File: config.mk
export PLATFORM = sky130hd
export DESIGN_NAME = dual_wiper_ctrl
export DESIGN_NICKNAME = d
export VERILOG_FILES = /design/src/rtl/wpr_pkg.sv /design/src/rtl/wpr_rst_sync.sv /design/src/rtl/wpr_sync.sv /design/src/rtl/wpr_serial_front.sv /design/src/rtl/wpr_shift_reg.sv /design/src/rtl/wpr_wiper_bank.sv /design/src/rtl/dual_wiper_ctrl.sv
export SDC_FILE = /design/constraint.sdc
export NUM_CORES = 1
export LEC_CHECK = 0
export BUFFER_PORTS_ARGS = -buffer_cell sky130_fd_sc_hd__buf_2
export CORE_MARGIN = 2
export CORE_UTILIZATION = 52
export DETAILED_ROUTE_END_ITERATION = 8
export HOLD_SLACK_MARGIN = 0.1
export PLACE_DENSITY = 0.77
export SYNTH_ARGS = -nofsm -noshare
export SYNTH_HDL_FRONTEND = slang
export SYNTH_SLANG_ARGS = --single-unit
File: constraint.sdc
create_clock -name clk -period 1.4 [get_ports clk]
set_input_delay 0.21 -clock clk [delete_from_list [all_inputs] [get_ports clk]]
set_output_delay 0.21 -clock clk [all_outputs]
set_load 0.1 [all_outputs]
File: src/rtl/wpr_pkg.sv
package wpr_pkg;
  localparam int DATA_W  = 8;
  localparam int ADDR_W  = 2;
  localparam int FRAME_W = DATA_W + ADDR_W;
  localparam int NUM_CH  = 2;
  localparam logic [DATA_W-1:0] MIDSCALE = DATA_W'(1) << (DATA_W - 1);
endpackage

File: src/rtl/wpr_rst_sync.sv
module wpr_rst_sync #(
  parameter int STAGES = 2
) (
  input  logic clk,
  input  logic rst_n,
  output logic core_rst_n
);
  logic [STAGES-1:0] chain_q;
  logic [STAGES-1:0] chain_d;

  always_comb chain_d = {chain_q[STAGES-2:0], 1'b1};

  always_ff @(posedge clk or negedge rst_n) begin
    if (!rst_n) chain_q <= '0;
    else        chain_q <= chain_d;
  end

  assign core_rst_n = chain_q[STAGES-1];
endmodule

File: src/rtl/wpr_sync.sv
module wpr_sync #(
  parameter int STAGES  = 2,
  parameter bit RST_VAL = 1'b0
) (
  input  logic clk,
  input  logic rst_n,
  input  logic d,
  output logic q
);
  logic [STAGES-1:0] pipe_q;
  logic [STAGES-1:0] pipe_d;

  always_comb pipe_d = {pipe_q[STAGES-2:0], d};

  always_ff @(posedge clk or negedge rst_n) begin
    if (!rst_n) pipe_q <= {STAGES{RST_VAL}};
    else        pipe_q <= pipe_d;
  end

  assign q = pipe_q[STAGES-1];
endmodule

File: src/rtl/wpr_serial_front.sv
module wpr_serial_front #(
  parameter int SYNC_STAGES = 2
) (
  input  logic clk,
  input  logic rst_n,
  input  logic ser_clk,
  input  logic ser_cs_n,
  input  logic ser_din,
  input  logic shdn_n,
  output logic shift_en,
  output logic load_en,
  output logic din_s,
  output logic shdn_act
);
  localparam int         NUM_IN  = 4;
  localparam logic [3:0] RST_VEC = 4'b1010; // shdn_n, din, cs_n, sclk

  logic [NUM_IN-1:0] raw_vec;
  logic [NUM_IN-1:0] sync_vec;
  logic              sclk_s, cs_n_s, shdn_n_s;
  logic              sclk_prev_q, sclk_prev_d;
  logic              cs_prev_q, cs_prev_d;

  assign raw_vec = {shdn_n, ser_din, ser_cs_n, ser_clk};

  for (genvar gi = 0; gi < NUM_IN; gi++) begin : g_sync
    wpr_sync #(
      .STAGES  (SYNC_STAGES),
      .RST_VAL (RST_VEC[gi])
    ) i_sync (
      .clk   (clk),
      .rst_n (rst_n),
      .d     (raw_vec[gi]),
      .q     (sync_vec[gi])
    );
  end

  assign sclk_s   = sync_vec[0];
  assign cs_n_s   = sync_vec[1];
  assign din_s    = sync_vec[2];
  assign shdn_n_s = sync_vec[3];

  always_comb begin
    sclk_prev_d = sclk_s;
    cs_prev_d   = cs_n_s;
  end

  always_ff @(posedge clk or negedge rst_n) begin
    if (!rst_n) begin
      sclk_prev_q <= 1'b0;
      cs_prev_q   <= 1'b1;
    end else begin
      sclk_prev_q <= sclk_prev_d;
      cs_prev_q   <= cs_prev_d;
    end
  end

  // A serial clock edge seen in the sample where select is already high is dropped
  assign shift_en = sclk_s & ~sclk_prev_q & ~cs_n_s;
  assign load_en  = cs_n_s & ~cs_prev_q;
  assign shdn_act = ~shdn_n_s;
endmodule

File: src/rtl/wpr_shift_reg.sv
module wpr_shift_reg #(
  parameter int FRAME_W = 10
) (
  input  logic               clk,
  input  logic               rst_n,
  input  logic               shift_en,
  input  logic               din,
  output logic [FRAME_W-1:0] shreg,
  output logic               sout
);
  logic [FRAME_W-1:0] sr_q;
  logic [FRAME_W-1:0] sr_d;

  always_comb begin
    sr_d = sr_q;
    if (shift_en) sr_d = {sr_q[FRAME_W-2:0], din};
  end

  always_ff @(posedge clk or negedge rst_n) begin
    if (!rst_n) sr_q <= '1;
    else        sr_q <= sr_d;
  end

  assign shreg = sr_q;
  assign sout  = sr_q[FRAME_W-1];
endmodule

File: src/rtl/wpr_wiper_bank.sv
module wpr_wiper_bank #(
  parameter int               NUM_CH = 2,
  parameter int               DATA_W = 8,
  parameter int               ADDR_W = 2,
  parameter logic [DATA_W-1:0] PRESET = '0
) (
  input  logic                          clk,
  input  logic                          rst_n,
  input  logic                          load_en,
  input  logic [ADDR_W-1:0]             addr,
  input  logic [DATA_W-1:0]             data,
  output logic [NUM_CH-1:0][DATA_W-1:0] codes
);
  for (genvar ch = 0; ch < NUM_CH; ch++) begin : g_ch
    logic              hit;
    logic [DATA_W-1:0] code_q;
    logic [DATA_W-1:0] code_d;

    assign hit = load_en && (addr == ADDR_W'(ch));

    always_comb begin
      code_d = code_q;
      if (hit) code_d = data;
    end

    always_ff @(posedge clk or negedge rst_n) begin
      if (!rst_n) code_q <= PRESET;
      else        code_q <= code_d;
    end

    assign codes[ch] = code_q;
  end
endmodule

File: src/rtl/dual_wiper_ctrl.sv
module dual_wiper_ctrl #(
  parameter int SYNC_STAGES = 2
) (
  input  logic       clk,
  input  logic       rst_n,
  input  logic       ser_clk,
  input  logic       ser_cs_n,
  input  logic       ser_din,
  input  logic       shdn_n,
  output logic       sdo_pull_low,
  output logic [7:0] wiper1_code,
  output logic [7:0] wiper2_code,
  output logic [1:0] term_a_open,
  output logic [1:0] wiper_to_b
);
  import wpr_pkg::*;

  logic                          core_rst_n;
  logic                          shift_en;
  logic                          load_en;
  logic                          din_s;
  logic                          shdn_act;
  logic [FRAME_W-1:0]            shreg;
  logic                          sout;
  logic [NUM_CH-1:0][DATA_W-1:0] codes;

  wpr_rst_sync #(.STAGES(2)) i_rst_sync (
    .clk        (clk),
    .rst_n      (rst_n),
    .core_rst_n (core_rst_n)
  );

  wpr_serial_front #(.SYNC_STAGES(SYNC_STAGES)) i_front (
    .clk      (clk),
    .rst_n    (core_rst_n),
    .ser_clk  (ser_clk),
    .ser_cs_n (ser_cs_n),
    .ser_din  (ser_din),
    .shdn_n   (shdn_n),
    .shift_en (shift_en),
    .load_en  (load_en),
    .din_s    (din_s),
    .shdn_act (shdn_act)
  );

  wpr_shift_reg #(.FRAME_W(FRAME_W)) i_shift (
    .clk      (clk),
    .rst_n    (core_rst_n),
    .shift_en (shift_en),
    .din      (din_s),
    .shreg    (shreg),
    .sout     (sout)
  );

  wpr_wiper_bank #(
    .NUM_CH (NUM_CH),
    .DATA_W (DATA_W),
    .ADDR_W (ADDR_W),
    .PRESET (MIDSCALE)
  ) i_bank (
    .clk     (clk),
    .rst_n   (core_rst_n),
    .load_en (load_en),
    .addr    (shreg[FRAME_W-1:DATA_W]),
    .data    (shreg[DATA_W-1:0]),
    .codes   (codes)
  );

  assign wiper1_code  = codes[0];
  assign wiper2_code  = codes[1];
  assign sdo_pull_low = ~sout & ~shdn_act;
  assign term_a_open  = {NUM_CH{shdn_act}};
  assign wiper_to_b   = {NUM_CH{shdn_act}};
endmodule

# Yosys cells after proc, flatten, opt, wreduce, memory -nomap -nowiden

Index checks and enable logic that the tools add are counted.

Register bits after elaboration: 38
Input bits: 6
Output and inout bits: 21

Equality and inequality tests: 1
Bitwise logic cells: 9
Reductions and logical operators: 3

Operators by type and width:

| cell               | count |
|---|---|
| $not 1->1          | 5 |
| $and 1x1->1        | 4 |
| $eq 2x1->1 const B | 1 |
| $logic_and 1x1->1  | 2 |
| $logic_not 2->1    | 1 |

# Logic depth before layout (Yosys ltp)

Gate-level depths: netlist of run 1.

Depth in word-level cells: 3
Gate-level depth with buffers: 3
Gate-level depth less buffers: 2

# Modules after synthesis

From an unflattened synthesis of run 1, not the netlist that was laid out.

Cell total of the unflattened synthesis: 77
Area, all modules: 1413.9 um^2

By module, submodules not included:

| module                                   | times used | cells an instance | area an instance (um^2) | sequential area each (um^2) |
|---|---|---|---|---|
| wpr_wiper_bank                           | 1          | 34                | 613.1                   | 402.9 |
| wpr_shift_reg                            | 1          | 22                | 431.7                   | 262.8 |
| wpr_sync at i_front.g_sync[1].i_sync ... | 2          | 2                 | 52.6                    | 52.6 |
| wpr_sync at i_front.g_sync[0].i_sync ... | 2          | 2                 | 50.0                    | 50.0 |
| wpr_serial_front                         | 1          | 5                 | 76.3                    | 51.3 |
| wpr_rst_sync                             | 1          | 3                 | 53.8                    | 50.0 |
| dual_wiper_ctrl                          | 1          | 5                 | 33.8                    | 0.0 |

# Worst setup path before layout of run 1

No wires, ideal clock.

Path type: flip-flop to output port
From: register i_front.g_sync[3].i_sync.pipe_q[1]
To: output port sdo_pull_low
Arrival time: 1.816 ns
Required time: 1.190 ns
Setup slack: -0.626 ns
Cell stages (with the launch flop): 3
Path buffers: 0
Cell sequence: dfstp_2 > inv_1 > nor2_1

Cells in the longest elaborated chain, start to end: 1

RTL lines:

| element                  | line                  | text |
|---|---|---|
| start: declaration       | wpr_sync.sv:10        | `logic [STAGES-1:0] pipe_q;` |
| start signal: assignment | wpr_sync.sv:16        | `if (!rst_n) pipe_q <= {STAGES{RST_VAL}};` |
| start signal: assignment | wpr_sync.sv:17        | `else pipe_q <= pipe_d;` |
| $and 1x1->1              | dual_wiper_ctrl.sv:71 | `assign sdo_pull_low = ~sout & ~shdn_act;` |
| end: declaration         | dual_wiper_ctrl.sv:10 | `output logic sdo_pull_low,` |

Every way passes these cells.

# Final worst setup path of run 1

From: register i_front.g_sync[3].i_sync.pipe_q[1]
To: output port wiper_to_b[1]

Cells in the longest elaborated chain, start to end: 1

RTL lines:

| element          | line                   | text |
|---|---|---|
| $not 1->1        | wpr_serial_front.sv:61 | `assign shdn_act = ~shdn_n_s;` |
| end: declaration | dual_wiper_ctrl.sv:14  | `output logic [1:0] wiper_to_b` |

Every way passes these cells.

==> results.md, run 1 <==
* Sequential fraction of the synthesis area at a little under three quarters
* Final design utilization at about 75%
* Global route total overflow at 0
* Ys Warns at 0
* Initial antenna violation count at 0
* Pwr dens at around 2200 nW/um2
* Net count after synthesis at 82
* Crit path DAT at approximately 1300 ps
* Total CTS buffers at 5
* Count of final hold-check violations at 0
* Highest clock rate at ~0.66 GHz
* Static leakage at between 0.8 and 0.9 nW
* Design Power at 4.14 mW
* Pin count of the biggest net entering global routing at 37
* CTS clk-pin slew, worst paths at 90 ps
* Area leader, netlist: dfrtp_1
* DR WL/cell at roughly 14 um
* # fillers at 173
* Min cycle time layout at around 1500 ps
* Starting Density at 54.9%
* Drt pass-1 iters at 4
* Die area at 3040 um2
* Avg Cell Area, Syn at 17.9 um2
* Die Y-Extent at about 55 um
* Maximum buffer depth of the clock tree at 2
* Top FF cell, synth: dfrtp_1
* Synthesized flop and latch total at 38
* Clk Latency, worst-skew pair at about 340 ps
* Setup TNS at -647 ps
* # diodes at 0
* Final Setup Violations at 10
* Post-synth ARST share at 100%
* Port bufs at 26
* Post-synth EDFFs at 0
* Worst min-delay path class: input pin to asynchronous set/reset pin
* Share of layout cells above drive strength 1 at about 75%
* Final period utilization at 109%
* CP Capture Type: primary output
* Row count at 18
* Slew Limit Fails at 0
* Gr usage total at 16.8%
* Fin Clk Skew at approximately 15 ps
* Routed Antenna Nets at 0
* CTS root buffer: clkbuf_4
* First-pass GRT wire length at between 3000 and 4000 um
* Core area at between 2000 and 2500 um2
* Fin nets at ~120
* Routed vias/inst at roughly 5
* CTS tree: done
* Max_cap viols at 0
* Worst IR drop on VDD at 2.39 mV
* Most frequent CP cell: buf_12
* DRT iter0 DRCs at 7
* Max incr delay on CP at 550 ps
* Vias at just over 700
* Fin worst setup slack at -125 ps
* H-tree depth at 2
* Status: finished, violations left
* Vias in the first global route at 712
* Top post-synthesis cells by count: 26 x mux2_2, 21 x dfrtp_1, 17 x dfstp_2
* RSZ-0062 raised after global routing: true
* Violated checks: setup timing
* Most common cell in the netlist: mux2_2
* CP Cell Sequence: clkinvlp_4 > buf_12 > buf_12
* Ranking of synthesized cells by area: dfrtp_1 39%, dfstp_2 33%, mux2_2 22%, buf_4 2.2%, nor4b_4 1.7%
* Remaining DRCs at 0
* Yosys top cell area share at between 30 and 40%
* WS Path Type: register to primary output
* CP startpoint kind: register
* Dpl hpwl at between 1000 and 1500 um
* Worst endpoint required time at approximately 1200 ps
* Area grow syn2layout at 36.2%
* CTS Sinks at 38
* Synth Cell Area at 1360 um2
* Final WL at ~2100 um
* Die X at around 55 um
* Synth unique cells at 11
* GPL Wtd Cong at roughly 0.68
* Syn Inst Count at between 70 and 80
* Worst path slowest cell: dfstp_2
* I/O pin cnt at 27
* CP max FO at 4
==> cell type report <==
type | instances | area (um2) | share of cell area (%)
tap | 30 | 37.5 | 2.03
inverter | 1 | 7.51 | 0.405
sequential | 38 | 972 | 52.5
multi-input combinational | 31 | 417 | 22.5
timing repair buffer | 38 | 359 | 19.4
clock buffer | 8 | 58.8 | 3.18
==> worst max-delay path: cells and delay by family, from the launching register on <==
kind | cells | cell delay, ps
buf+inv | 3 | 440
flops | 1 | 550
==> through the flow <==
stage	worst slack (ps)	hold WS, ps	std cells	cell area (um2)
final	-125	172	146	1850
after global routing	-171	184	146	1850
after CTS	-152	164	146	1810
after detailed placement	-39.7	-4.32	132	1650
after global placement	-6.60	-5.48	132	1650
after floorplan	-11.9	-85.6	76	1370
==> timing repair <==
item,4_1_cts,5_1_grt
pin swaps,0,1
gates resized for setup,10,11
setup buffers,1,0
endpoints found under the hold margin,6,0
hold buffers,5,0
setup endpoints to repair,18,22
==> flip-flops by register name, summed over array words and instances (netlist names) <==
| name | flops |
|---|---|
| i_bank.g_ch.code_q | 16 |
| i_shift.shreg | 10 |
| i_front.g_sync.i_sync.pipe_q | 8 |
| i_rst_sync.chain_q | 2 |
| i_front.cs_prev_q | 1 |
| i_front.sclk_prev_q | 1 |
==> path summary, 6_finish.rpt <==
| check | startpoint | to | slack (ps) | depth (start not counted) |
|---|---|---|---|---|
| hold reg to reg | i_rst_sync.chain_q[1] | i_bank.g_ch[1].code_q[1] | 270 | 1 |
| max in group asynchronous | i_rst_sync.chain_q[1] | i_shift.shreg[9] | 780 | 1 |
| hold / removal | rst_n | i_rst_sync.chain_q[0] | 170 | 2 |
| setup reg to reg | i_front.g_sync[1].i_sync.pipe_q[1] | i_bank.g_ch[0].code_q[1] | -20 | 3 |
| min in group clk | i_front.g_sync[0].i_sync.pipe_q[0] | i_front.g_sync[0].i_sync.pipe_q[1] | 360 | 0 |
| setup / recovery | i_front.g_sync[3].i_sync.pipe_q[1] | wiper_to_b[1] | -130 | 3 |
==> placed cells by master (no fill, tap or decap) <==
cell           netlist  layout
mux2_4               0      15
nor4b_4              1       1
dfstp_2             17      17
dlygate4sd3_1        0       5
buf_6                0       1
buf_12               0       8
conb_1               1       1
and4bb_4             0       1
buf_2                2      17
clkbuf_4             0       7
buf_4                4       5
clkbuf_8             0       1
nor3b_2              0       1
mux2_2              26      11
clkinvlp_4           0       1
dfrtp_1             21      21
clkbuf_1             0       2
nor2_4               0       1
==> power breakdown <==
part | leakage, nW | total [mW] | switching [mW] | internal (mW)
logic | 0.389 | 1.90 | 1.36 | 0.545
registers | 0.443 | 1.66 | 0.201 | 1.46
clock network | 0.0326 | 0.573 | 0.326 | 0.248
==> metal layers <==
layer	track usage [%]	wire, um	share of wire (%)	vias up
met4	11.0	59	2.8	0
li1	-	-	-	333
met5	0	0	0	-
met3	5.91	100	4.8	8
met1	24.8	1000	48	365
met2	20.4	932	45	20
==> logic make-up (layout without fill, tap and decap cells) <==
kind of cell	Yosys count	after routing	share of synthesized area (%)
AND/OR/NAND/NOR	4	4	3.50
flip-flops	38	38	71.5
buffers and inverters	7	47	3.22
other	1	1	0.276
multiplexers	26	26	21.5
(Power assumes the default switching activity.)
==> inputs of run 2 (changes only) <==
--- a/config.mk
+++ b/config.mk
@@ -11,6 +11,8 @@
 export DETAILED_ROUTE_END_ITERATION = 8
 export HOLD_SLACK_MARGIN = 0.1
 export PLACE_DENSITY = 0.77
+export SKIP_LAST_GASP = 1
 export SYNTH_ARGS = -nofsm -noshare
 export SYNTH_HDL_FRONTEND = slang
 export SYNTH_SLANG_ARGS = --single-unit
+export TNS_END_PERCENT = 100
==> run 2 against run 1 <==
Effect of this change:
- the run still ends with setup timing left
- combinational power is essentially flat
- register-to-register slack barely moved
- clock power is essentially flat
- largest cell class unchanged
- largest power group unchanged
==> results.md, run 2 (synthesis results as in run 1) <==
* Status: finished, violations left
* Violated checks: setup timing
* Die X at 55.1 um (unchanged)
* Pwr dens at 2240 nW/um2 (+0.13%)
* Most flop-heavy register: i_bank.g_ch.code_q
* Most frequent CP cell: buf_12
* Slew Limit Fails at 0 (unchanged)
* Psw at 1.89 mW (about the same)
* CTS tree: done
* CP startpoint kind: register
* Worst min-delay path class: input pin to asynchronous set/reset pin
* Routed vias/inst at 4.96 (-0.28%)
* Worst endpoint required time at 1190 ps (about the same)
* Power Internal at 2.25 mW (-0.18%)
* DR WL/cell at 14.3 um (about the same)
* Commonest cells after routing, fill and taps aside: 21 x dfrtp_1, 17 x dfstp_2, 17 x buf_2, 14 x mux2_4, 12 x mux2_2
* Remaining DRCs at 0 (unchanged)
* CP max FO at 4 (unchanged)
* I/O pin cnt at 27 (unchanged)
* Fin worst setup slack at -128 ps (-3.09 ps)
* Port bufs at 26 (unchanged)
* Drt pass-1 iters at 2 (-2)
* Routed Antenna Nets at 0 (unchanged)
* Share of layout cells above drive strength 1 at 75.0% (unchanged)
* Vias in the first global route at 705 (-0.98%)
* CTS Sinks at 38 (unchanged)
* Crit path DAT at 1320 ps (about the same)
* Layout Cells excl Fill at 146 (unchanged)
* Max reg flops at 16 (unchanged)
* Worst R2R Start: i_front.g_sync[1].i_sync.pipe_q[1]
* Reg area at 972 um2 (unchanged)
* Core area at 2480 um2 (unchanged)
* Max_cap viols at 0 (unchanged)
* WS Path Type: register to primary output
* Pin count of the biggest net entering global routing at 37 (unchanged)
* Setup TNS at -659 ps (-11.7 ps)
* Highest clock rate at 0.654 GHz (-0.20%)
* Commonest non-fill, non-tap cell in the layout: dfrtp_1
* GPL Wtd Cong at 0.684 (unchanged)
* Initial antenna violation count at 0 (unchanged)
* Fin Clk Skew at 13.0 ps (-1.55 ps)
* CP Cell Sequence: clkinvlp_4 > buf_12 > buf_12
* DRT iter0 DRCs at 5 (-2)
* Static leakage at 0.863 nW (-0.14%)
* Maximum buffer depth of the clock tree at 2 (unchanged)
* Max incr delay on CP at 550 ps (about the same)
* Area occupied by multi-input gates at 413 um2 (-0.90%)
* Row count at 18 (unchanged)
* Area grow syn2layout at 35.9%
* Starting Density at 54.9% (unchanged)
* CTS root buffer: clkbuf_4
* Final Setup Violations at 10 (unchanged)
* Vias at 724 (-0.28%)
* Worst IR drop on VDD at 2.39 mV (-0.12%)
* Clock power share at 13.9% (about the same)
* Switch share at 45.6% (+0.061 points)
* Die area at 3040 um2 (unchanged)
* Dpl hpwl at 1340 um (unchanged)
* Die Y-Extent at 55.1 um (unchanged)
* Min cycle time layout at 1530 ps (+3.09 ps)
* Register-to-Register Path Depth at 3 (unchanged)
* Worst reg2reg setup slack at -20 ps (about the same)
* # fillers at 174 (+0.58%)
* Gr usage total at 16.6% (-0.12 points)
* Combinational power share at 45.9% (about the same)
* CTS clk-pin slew, worst paths at 90 ps (about the same)
* Sequential power share at 40.2% (about the same)
* RSZ-0062 raised after global routing: true
* Clk Latency, worst-skew pair at 340 ps (about the same)
* Final period utilization at 109% (+0.22 points)
* Total CTS buffers at 5 (unchanged)
* H-tree depth at 2 (unchanged)
* Global route total overflow at 0 (unchanged)
* # diodes at 0 (unchanged)
* CP Capture Type: primary output
* Fin nets at 121 (unchanged)
* Final WL at 2090 um (about the same)
* Worst path slowest cell: dfstp_2
* Dpl cells at 132 (unchanged)
* Count of final hold-check violations at 0 (unchanged)
* First-pass GRT wire length at 3310 um (-0.81%)
* RR Endpoint: i_bank.g_ch[0].code_q[1]
run 2: worst max path at each step:
stage / startpoint / end / slack (ps)
2_1_floorplan: i_front.g_sync[1].i_sync.pipe_q[1] / i_bank.g_ch[0].code_q[0] / -10
3_3_place_gp: i_front.g_sync[1].i_sync.pipe_q[1] / i_bank.g_ch[0].code_q[3] / -7
3_5_place_dp: i_shift.shreg[8] / i_bank.g_ch[1].code_q[2] / -40
4_1_cts: i_front.g_sync[3].i_sync.pipe_q[1] / term_a_open[0] / -150
5_1_grt: i_front.g_sync[3].i_sync.pipe_q[1] / wiper_to_b[1] / -170
6_report: i_front.g_sync[3].i_sync.pipe_q[1] / wiper_to_b[1] / -130
run 2: repair_timing:
action                                  CTS  global route
endpoints found under the setup margin   18            22
buffers inserted                          1             0
gates cloned                              0             0
resized for setup                         9            11
endpoints found under the hold margin     6             0
hold buffers                              5             0
pin swaps                                 0             1
run 2: per-layer routing:
metal / track usage [%] / share of wire [%] / vias to the layer above
met5: 0 / 0 / -
met4: 11.0 / 2.5 / 0
met3: 5.91 / 4.9 / 8
met2: 20.4 / 44 / 19
met1: 24.4 / 48 / 366
li1: - / - / 331
run 2: final cells by class:
type	count	share of cell area (%)
flip-flops and latches	38	52.6
multi-input cells	31	22.3
repair buffers	38	19.4
clock buffers	8	3.18
well taps	30	2.03
inverters	1	0.406
run 2: through the flow:
step                      utilization [%]  hold WS, ps  setup slack [ps]  instance area (um2)  total power [mW]
final                                74.6          172              -128                 1850              4.14
after global routing                 74.6          184              -171                 1850              4.31
after CTS                            73.0          164              -152                 1810              4.11
after detailed placement             66.4        -4.32             -39.7                 1650              3.44
after global placement               66.4        -5.48             -6.60                 1650              3.41
after floorplan                         -        -85.6             -11.9                 1370              3.08
run 2: power groups by stage:
stage | combinational, mW | clock [mW] | sequential, mW
global route | 1.96 | 0.632 | 1.71
detailed placement | 1.77 | 0 | 1.67
floorplan | 0.379 | 0 | 2.70
finish | 1.90 | 0.574 | 1.66
global placement | 1.76 | 0 | 1.65
CTS | 1.86 | 0.594 | 1.65
run 2: critical path, delay by kind of cell, from the launching register on:
kind / cells / cell delay, ps
buffers and inverters: 3 / 440
flip-flops: 1 / 550
